$ cat src/rtl/serrx_pkg.sv
package serrx_pkg;

  localparam int MODE_SINGLE = 0;
  localparam int MODE_DOUBLE = 1;
  localparam int MODE_FIFO   = 2;

  typedef enum logic [1:0] {
    SM_IDLE = 2'd0,
    SM_LOW  = 2'd1,
    SM_HIGH = 2'd2
  } sclk_state_t;

  function automatic int stage_capacity(input int mode, input int depth);
    case (mode)
      MODE_SINGLE: return 1;
      MODE_DOUBLE: return 2;
      default:     return depth + 2;
    endcase
  endfunction

endpackage

$ cat src/rtl/serrx_clkgen.sv
module serrx_clkgen
  import serrx_pkg::*;
#(
  parameter int HALF_PERIOD = 4,
  parameter int DATA_W      = 8
) (
  input  logic              clk,
  input  logic              rst,
  input  logic              start_ok,
  input  logic              sdata,
  output logic              sclk,
  output logic              done,
  output logic [DATA_W-1:0] shreg,
  output logic              busy
);

  localparam int CW = (HALF_PERIOD > 1) ? $clog2(HALF_PERIOD) : 1;
  localparam int BW = (DATA_W > 1) ? $clog2(DATA_W) : 1;
  localparam logic [CW-1:0] CNT_LOAD = CW'(HALF_PERIOD - 1);
  localparam logic [BW-1:0] LAST_BIT = BW'(DATA_W - 1);

  sclk_state_t      st;
  logic [CW-1:0]    cnt;
  logic [BW-1:0]    bitc;

  assign busy = (st != SM_IDLE);

  always_ff @(posedge clk) begin
    if (rst) begin
      st    <= SM_IDLE;
      sclk  <= 1'b1;
      cnt   <= '0;
      bitc  <= '0;
      done  <= 1'b0;
      shreg <= '0;
    end else begin
      done <= 1'b0;
      case (st)
        SM_IDLE: begin
          if (start_ok) begin
            st   <= SM_LOW;
            sclk <= 1'b0;
            cnt  <= CNT_LOAD;
            bitc <= '0;
          end
        end
        SM_LOW: begin
          if (cnt == '0) begin
            st    <= SM_HIGH;
            sclk  <= 1'b1;
            cnt   <= CNT_LOAD;
            shreg <= {sdata, shreg[DATA_W-1:1]};
            if (bitc == LAST_BIT) done <= 1'b1;
          end else begin
            cnt <= cnt - 1'b1;
          end
        end
        SM_HIGH: begin
          if (cnt == '0) begin
            if (bitc == LAST_BIT) begin
              st <= SM_IDLE;
            end else begin
              st   <= SM_LOW;
              sclk <= 1'b0;
              cnt  <= CNT_LOAD;
              bitc <= bitc + 1'b1;
            end
          end else begin
            cnt <= cnt - 1'b1;
          end
        end
        default: begin
          st   <= SM_IDLE;
          sclk <= 1'b1;
        end
      endcase
    end
  end

endmodule

$ cat src/rtl/serrx_fifo.sv
module serrx_fifo #(
  parameter int DATA_W = 8,
  parameter int DEPTH  = 4
) (
  input  logic              clk,
  input  logic              rst,
  input  logic              push,
  input  logic [DATA_W-1:0] din,
  input  logic              pop,
  output logic [DATA_W-1:0] head,
  output logic              empty,
  output logic              full
);

  localparam int AW   = (DEPTH > 1) ? $clog2(DEPTH) : 1;
  localparam int CNTW = $clog2(DEPTH + 1);
  localparam logic [AW-1:0]   LAST_PTR = AW'(DEPTH - 1);
  localparam logic [CNTW-1:0] FULL_CNT = CNTW'(DEPTH);

  logic [DATA_W-1:0] mem [DEPTH];
  logic [AW-1:0]     wr_ptr, rd_ptr;
  logic [CNTW-1:0]   count;

  function automatic logic [AW-1:0] bump(input logic [AW-1:0] p);
    return (p == LAST_PTR) ? '0 : p + 1'b1;
  endfunction

  always_ff @(posedge clk) begin
    if (push) mem[wr_ptr] <= din;
  end

  always_ff @(posedge clk) begin
    if (rst) begin
      wr_ptr <= '0;
      rd_ptr <= '0;
      count  <= '0;
    end else begin
      if (push) wr_ptr <= bump(wr_ptr);
      if (pop)  rd_ptr <= bump(rd_ptr);
      case ({push, pop})
        2'b10:   count <= count + 1'b1;
        2'b01:   count <= count - 1'b1;
        default: count <= count;
      endcase
    end
  end

  assign head  = mem[rd_ptr];
  assign empty = (count == '0);
  assign full  = (count == FULL_CNT);

endmodule

$ cat src/rtl/serrx_store.sv
module serrx_store
  import serrx_pkg::*;
#(
  parameter int MODE       = MODE_FIFO,
  parameter int DATA_W     = 8,
  parameter int FIFO_DEPTH = 4
) (
  input  logic              clk,
  input  logic              rst,
  input  logic              cap_valid,
  input  logic [DATA_W-1:0] cap_data,
  input  logic              rd_stb,
  output logic [DATA_W-1:0] rd_data,
  output logic              avail,
  output logic              room,
  output logic              full_all
);

  localparam bit USE_SHF  = (MODE != MODE_SINGLE);
  localparam bit USE_FIFO = (MODE == MODE_FIFO);

  logic              shf_full, buf_full;
  logic [DATA_W-1:0] shf_data, buf_data;
  logic              fifo_empty, fifo_full;
  logic [DATA_W-1:0] fifo_head;
  logic              pop_ok, move_sb, move_bf, buf_pop;

  always_comb begin
    avail   = USE_FIFO ? !fifo_empty : buf_full;
    pop_ok  = rd_stb && avail;
    move_sb = USE_SHF && shf_full && !buf_full;
    move_bf = USE_FIFO && buf_full && !fifo_full;
    buf_pop = USE_FIFO ? move_bf : pop_ok;
    rd_data = USE_FIFO ? fifo_head : buf_data;
    room    = USE_SHF ? !shf_full : !buf_full;
    case (MODE)
      MODE_SINGLE: full_all = buf_full;
      MODE_DOUBLE: full_all = shf_full && buf_full;
      default:     full_all = shf_full && buf_full && fifo_full;
    endcase
  end

  always_ff @(posedge clk) begin
    if (rst) begin
      shf_full <= 1'b0;
      shf_data <= '0;
    end else if (USE_SHF && cap_valid) begin
      shf_full <= 1'b1;
      shf_data <= cap_data;
    end else if (move_sb) begin
      shf_full <= 1'b0;
    end
  end

  always_ff @(posedge clk) begin
    if (rst) begin
      buf_full <= 1'b0;
      buf_data <= '0;
    end else if (!USE_SHF && cap_valid) begin
      buf_full <= 1'b1;
      buf_data <= cap_data;
    end else if (move_sb) begin
      buf_full <= 1'b1;
      buf_data <= shf_data;
    end else if (buf_pop) begin
      buf_full <= 1'b0;
    end
  end

  generate
    if (USE_FIFO) begin : g_fifo
      serrx_fifo #(
        .DATA_W(DATA_W),
        .DEPTH (FIFO_DEPTH)
      ) u_fifo (
        .clk  (clk),
        .rst  (rst),
        .push (move_bf),
        .din  (buf_data),
        .pop  (pop_ok),
        .head (fifo_head),
        .empty(fifo_empty),
        .full (fifo_full)
      );
    end else begin : g_nofifo
      assign fifo_head  = '0;
      assign fifo_empty = 1'b1;
      assign fifo_full  = 1'b0;
    end
  endgenerate

endmodule

$ cat src/rtl/sclk_rx_flowstop.sv
module sclk_rx_flowstop
  import serrx_pkg::*;
#(
  parameter int HALF_PERIOD = 4,
  parameter int DATA_W      = 8,
  parameter int MODE        = MODE_FIFO,
  parameter int FIFO_DEPTH  = 4
) (
  input  logic              clk,
  input  logic              rst,
  input  logic              sdata,
  input  logic              en_wr,
  input  logic              en_val,
  input  logic              auto_dis,
  input  logic              rd_stb,
  output logic              sclk,
  output logic [DATA_W-1:0] rd_data,
  output logic              data_avail,
  output logic              rx_enable,
  output logic              store_full
);

  logic              gen_busy, gen_done;
  logic [DATA_W-1:0] gen_byte;
  logic              room, full_all;
  logic              rx_en_q;
  logic              hw_clear;

  assign hw_clear = auto_dis && rx_en_q && full_all && !gen_busy;

  always_ff @(posedge clk) begin
    if (rst)           rx_en_q <= 1'b0;
    else if (en_wr)    rx_en_q <= en_val;
    else if (hw_clear) rx_en_q <= 1'b0;
  end

  serrx_clkgen #(
    .HALF_PERIOD(HALF_PERIOD),
    .DATA_W     (DATA_W)
  ) u_gen (
    .clk     (clk),
    .rst     (rst),
    .start_ok(rx_en_q && room),
    .sdata   (sdata),
    .sclk    (sclk),
    .done    (gen_done),
    .shreg   (gen_byte),
    .busy    (gen_busy)
  );

  serrx_store #(
    .MODE      (MODE),
    .DATA_W    (DATA_W),
    .FIFO_DEPTH(FIFO_DEPTH)
  ) u_store (
    .clk      (clk),
    .rst      (rst),
    .cap_valid(gen_done),
    .cap_data (gen_byte),
    .rd_stb   (rd_stb),
    .rd_data  (rd_data),
    .avail    (data_avail),
    .room     (room),
    .full_all (full_all)
  );

  assign rx_enable  = rx_en_q;
  assign store_full = full_all;

endmodule

$ cat config.mk
export PLATFORM = sky130hd
export DESIGN_NAME = sclk_rx_flowstop
export DESIGN_NICKNAME = d
export VERILOG_FILES = /design/src/rtl/serrx_pkg.sv /design/src/rtl/serrx_clkgen.sv /design/src/rtl/serrx_fifo.sv /design/src/rtl/serrx_store.sv /design/src/rtl/sclk_rx_flowstop.sv
export SDC_FILE = /design/constraint.sdc
export NUM_CORES = 1
export LEC_CHECK = 0
export CAP_MARGIN = 20
export CORE_ASPECT_RATIO = 2
export CORE_MARGIN = 5
export CORE_UTILIZATION = 40
export DETAILED_ROUTE_END_ITERATION = 16
export GPL_TIMING_DRIVEN = 0
export HOLD_SLACK_MARGIN = 0.03
export SYNTH_ARGS = -nofsm -noshare
export SYNTH_HDL_FRONTEND = slang
export SYNTH_HIERARCHICAL = 1
export SYNTH_SLANG_ARGS = --single-unit
$ cat constraint.sdc
create_clock -name clk -period 1.9 [get_ports clk]
set_input_delay 0.19 -clock clk [delete_from_list [all_inputs] [get_ports clk]]
set_output_delay 0.19 -clock clk [all_outputs]
set_load 0.05 [all_outputs]
# Word-level counts from Yosys, hierarchy flattened
# Memory sizes are Yosys's and may differ from the RTL's. A register that Yosys moved wholly into a read port is not among the register bits.
# Cells that the tools add are included.
# Widths: inputs -> output; s select.
[word_totals]
output_inout_bits = 12
ff_bits = 43
input_bits = 7
wordCells = 99
memories = 1
ramBits = 32
[classes]
eq_ne = 13
n_reduce_logical = 30
muxes = 33
addsub = 6
n_bitwise = 2
[mem_list]
columns = ["name", "depth", "width", "rd", "rd_clocked_by_memory_dff", "wr", "line_no", "rtl"]
rows = [
  ["u_store.g_fifo.u_fifo.mem", 4, 8, 1, 1, 1, "serrx_fifo.sv:20", "logic [DATA_W-1:0] mem [DEPTH];"],
]
[op_table]
columns = ["op", "n"]
rows = [
  ["$mux 2", 11],
  ["$mux 1", 14],
  ["$pmux 2 s3", 2],
  ["$pmux 3 s2", 2],
  ["$reduce_bool 2->1", 6],
  ["$logic_and 1x1->1", 9],
  ["$mux 3", 3],
  ["$eq 2x2->1 const B", 4],
  ["$reduce_and 4->1", 2],
  ["$add 3x1->3 const B", 2],
  ["$eq 3x3->1 const B", 2],
  ["$ne 2x1->1 const B", 3],
  ["$reduce_and 3->1", 2],
  ["$logic_not 1->1", 5],
  ["$add 2x1->2 const B", 2],
  ["$eq 2x1->1 const B", 2],
  ["$logic_not 2->1", 2],
  ["$logic_not 3->1", 1],
  ["$ne 3x3->1 const B", 1],
  ["$pmux 1 s3", 1],
  ["$reduce_bool 3->1", 1],
  ["$reduce_or 3->1", 1],
  ["$sub 3x1->3 const B", 1],
  ["$ne 2x2->1 const B", 1],
  ["3 further kinds", 4],
]

# Logic depth before layout (Yosys ltp)
[logic_depth]
word_depth = 6
mapped_depth = 10
mapped_depth_nobuf = 10

# Modules after synthesis
# The synthesis kept the hierarchy.
[modules_own_cells]
columns = ["module", "cells_each", "seq_area_each_um2", "instances", "area_per_inst_um2"]
rows = [
  ["serrx_fifo", 90, 1141.1, 1, 1605.3],
  ["serrx_clkgen", 96, 340.3, 1, 840.8],
  ["serrx_store", 73, 360.3, 1, 747.0],
  ["sclk_rx_flowstop", 5, 20.0, 1, 51.3],
]

# Worst setup path before layout
# Ideal clock, no wire load.
[synth_timing]
path_kind = "register to register"
start = "reg u_store.g_fifo.u_fifo.count[0]"
end = "reg u_store.g_fifo.u_fifo.count[2]"
path_stages_with_launch = 11
setup_time_ns = 0.070
synth_period_minus_slack_ns = 1.952
setup_slack_ns = -0.052
arrival_time_ns = 1.883
path_cell_list = "dfxtp_1 -> inv_1 -> and3_1 -> nor2b_1 -> inv_1 -> ha_1 -> inv_1 -> fa_1 -> xor2_1 -> or3_1 -> a21oi_1"
[synth_via]
elab_chain_len = 5
word_cells_on_any_way = 12
classes_between = "2 x add/sub; 3 x eq/ne; 1 x mux; 6 x reduce/logical"
[synth_lines]
columns = ["item", "line_no", "rtl"]
rows = [
  ["start, declared", "serrx_fifo.sv:22", "logic [CNTW-1:0] count;"],
  ["start signal, assigned", "serrx_fifo.sv:41", "2'b10: count <= count + 1'b1;"],
  ["start signal, assigned", "serrx_fifo.sv:42", "2'b01: count <= count - 1'b1;"],
  ["start signal, assigned", "serrx_fifo.sv:43", "default: count <= count;"],
  ["$eq 3x3->1 *", "serrx_fifo.sv:50", "assign full = (count == FULL_CNT);"],
  ["net u_store.fifo_full", "serrx_store.sv:24", "logic fifo_empty, fifo_full;"],
  ["$logic_not 1->1 *", "serrx_store.sv:32", "move_bf = USE_FIFO && buf_full && !fifo_full;"],
  ["$logic_and 1x1->1 *", "serrx_store.sv:32", ""],
  ["net u_store.buf_pop", "serrx_store.sv:26", "logic pop_ok, move_sb, move_bf, buf_pop;"],
  ["$eq 2x1->1 or $eq 2x2->1 (tied branches)", "serrx_fifo.sv:40", "case ({push, pop})"],
  ["$pmux 3 s2 or $reduce_bool 2->1 (tied branches)", "-", ""],
]
# The timed path passes the listed nets; every way through them passes the cells marked *.
# A chain may end at the register's enable or synchronous reset.

# Worst setup path after layout
# Ends and elaborated chain as after synthesis.

==> impl_results.md <==
- Run status: complete, no violations
- Synth Register Bits: 77
- Share of post-route cells with drive strength above 1: 0.203
- Routed wire length: 5550 um
- # H-tree levels: 3
- Sequential share of the synthesized area: 0.574
- CP max FO: 7
- IO Pins: 19
- Crit-path leading delay family: simple AND/OR/NAND/NOR gates
- Part of the power in registers: 0.464
- Initial drt markers: 144
- Post-Syn Area: 0.00324 sq mm
- Number of synthesized flops with an enable pin: 32
- Crit path buffers/inverters: 3
- GRT Total Usage: 0.124
- DIE AREA: 0.0101 sq mm
- Die height: 137 um
- Clock Path Buffers: 2
- Startpoint types: register
- Crit path top cell by count: inv_2
- Crit path time final: 1890 ps
- Fmax achieved: 0.530 GHz
- Initial antenna violation count: 0
- P_int: 2.91 mW
- Post-synth net total: 286
- Yosys cell types: 41
- Final Hold Viols: 0
- Dpl hpwl: 4140 um
- Initial DRT Pass Iterations: 4
- PortBufs: 18
- Ys async rst share: 0
- Fin Hold WS: 411 ps
- Top cells by area, synth: edfxtp_1 30%, dfxtp_1 28%, mux4_2 5.6%
- Nets: 317
- Ys Warns: 6
- Post-DRT Antenna Nets: 0
- Num Clock Sinks: 77
- P_sw: 0.970 mW
- VDD IR max: 716 uV
- Top-area cell type share of the netlist area: 0.296
- Row count: 46
- Clock Tree Root: clkbuf_16
- Vias: 1,990
- Core Footprint: 0.00794 sq mm
- Diodes inserted: 0
- Worst Path Arrival: 2140 ps
- Num CTS Buffers: 9
- FILL cells: 728
- Die X: 73.7 um
- Slew HR: 0.480
- Critical path class: register to register
- Initial core utilization: 0.408
- LEAKAGE: 1.33 nW
- RSZ-0062 raised after global routing: true
- Crit-path cells: inv_2 -> and3_4 -> nor2b_4 -> inv_2 -> ha_4 -> inv_1 -> fa_2 -> xor2_1 -> or3_1 -> a21oi_2
- Vias in the first global route: 1,933
- First-pass GRT wire length: 9160 um
- Grt ovf: 0
- Largest net degree at the start of global routing: 22
- Combinational share of power: 0.144
- P&R area growth vs syn: 18.1%
- Worst hold path class: input pin to register
- Cell count after synthesis: 264
- Crit path largest cell delay: 330 ps
- Hold_buf cts: 0
- WL/cell: 14.0 um
- GP Congestion: 0.807
- Main synth FF type: dfxtp_1
- Clock transition at the registers of the reported paths: 50 ps
- Worst skew pair latency: 330 ps
- Area leader, netlist: edfxtp_1
- Finished Core Util: 0.482
- Actual slew at the worst max-slew pin: 779 ps
- Max_cap viols: 0
- CTS tree: built
- Vias per inst: 5.03
- Final worst-path cycle share: 0.994
- Worst EP required: 2150 ps
- CP Capture Type: register
- Clock Skew: 3.53 ps
- Final setup fails: 0
- Highest-delay cell along the critical path: dfxtp_2
- Cell Pwr Density: 1010 mW/mm^2
- Switching Share: 0.250
- DRC Markers: 0
- Clk pwr share: 0.392
- Max Transition Viols Final: 0
- Syn Area/Cell: 12.3 sq um
-- power by group through the flow --
stage	clock network (mW)	logic [mW]	registers (mW)
floorplan	0	0.382	1.86
global placement	0	0.552	1.83
detailed placement	0	0.559	1.83
CTS	1.57	0.565	1.80
global route	1.66	0.612	1.80
finish	1.52	0.558	1.80
-- area by class of cell --
cell class,count,area (sq um),area share
timing repair buffer,20,151,0.0395
sequential,77,1870,0.487
buffer,10,70.1,0.0183
clock buffer,12,246,0.0643
multi-input combinational,162,1300,0.338
tap,96,120,0.0314
clock inverter,4,25.0,0.00653
inverter,15,56.3,0.0147
-- layer usage --
layer  vias up  GRT usage  routed length [um]
met5         -          0                   0
li1        995          -                   -
met1       956      0.109                1880
met2        28      0.235                3340
met3        11     0.0409                 186
met4         0     0.0665                 143
-- kinds of logic after synthesis --
kind of cell | count (synthesis) | share of synthesized area
fa+ha+maj | 15 | 0.0602
buf+inv | 25 | 0.0370
flops | 77 | 0.574
mux | 25 | 0.108
compound gates | 33 | 0.0613
xor+xnor | 2 | 0.00540
simple gates | 87 | 0.154
-- worst min-delay path: stages --
cell and delay, ps:
clkdlybuf4s50_1 390, nand2_1 60, a21oi_1 50
-- layout by cell type, fill, tap and decap left out, types with 2 or more instances in the layout --
cell type	Yosys	layout
dfxtp_1	45	42
edfxtp_1	32	32
nand2_1	22	22
nor2_1	21	21
mux2i_1	16	16
a21oi_1	15	14
ha_1	14	13
buf_2	5	12
inv_1	14	11
nand2b_1	11	11
clkbuf_16	0	9
nand4bb_1	8	8
mux4_2	8	8
clkdlybuf4s50_1	0	7
o21ai_0	6	6
o21ai_1	6	6
and2_1	5	5
clkbuf_1	1	3
nor2b_4	2	3
buf_6	2	3
buf_4	1	3
dfxtp_2	0	3
inv_2	0	3
nor3_1	2	2
clkinv_2	0	2
clkinvlp_4	0	2
clkbuf_2	1	2
and3_1	3	2
nand3_1	2	2
xor2_1	2	2
nor3b_1	2	2
-- per-stage QoR --
stage / cells / setup slack, ps / power (mW) / cell area, sq um / TNS (ps)
after floorplan: 264 / 12.7 / 2.24 / 3260 / 0
after global placement: 378 / -374 / 2.38 / 3560 / -1340
after detailed placement: 378 / -402 / 2.39 / 3560 / -1400
after CTS: 396 / 0.0784 / 3.94 / 3880 / 0
after global routing: 396 / -92.2 / 4.07 / 3830 / -92.2
final: 396 / 12.3 / 3.88 / 3830 / 0
-- final timing paths --
path	startpoint	to	slack, ps	cells past startpoint
setup / recovery	u_store/g_fifo.u_fifo/count[0]	u_store/g_fifo.u_fifo/count[2]	10	10
hold / removal	sdata	u_gen/shreg[7]	410	3
setup reg to reg	u_store/g_fifo.u_fifo/count[0]	u_store/g_fifo.u_fifo/count[2]	10	10
hold reg to reg	u_gen/shreg[0]	u_gen/shreg[0]	460	2
-- Yosys cell counts (3+ instances only) --
| cell type | n |
|---|---|
| a21oi_1 | 15 |
| and2_1 | 5 |
| and3_1 | 3 |
| buf_2 | 5 |
| dfxtp_1 | 45 |
| edfxtp_1 | 32 |
| ha_1 | 14 |
| inv_1 | 14 |
| mux2i_1 | 16 |
| mux4_2 | 8 |
| nand2_1 | 22 |
| nand2b_1 | 11 |
| nand4bb_1 | 8 |
| nor2_1 | 21 |
| nor2b_1 | 3 |
| o21ai_0 | 6 |
| o21ai_1 | 6 |
-- flip-flops by register name, indices dropped and copies added (netlist names), 3 cells and up, named ones only --
name / count
u_store/shf_data: 8
u_gen/shreg: 8
u_store/g_fifo.u_fifo/count: 3
u_store/buf_data: 8
u_gen/bitc: 3
u_store/g_fifo.u_fifo/mem: 32
-- what timing repair did --
| action | in CTS | in global routing |
|---|---|---|
| resized for setup | 32 | 20 |
| endpoints found under the setup margin | 10 | 10 |
| setup buffers | 2 | 0 |
| pin swaps | 2 | 0 |
Power figures use the tool's default switching activity.
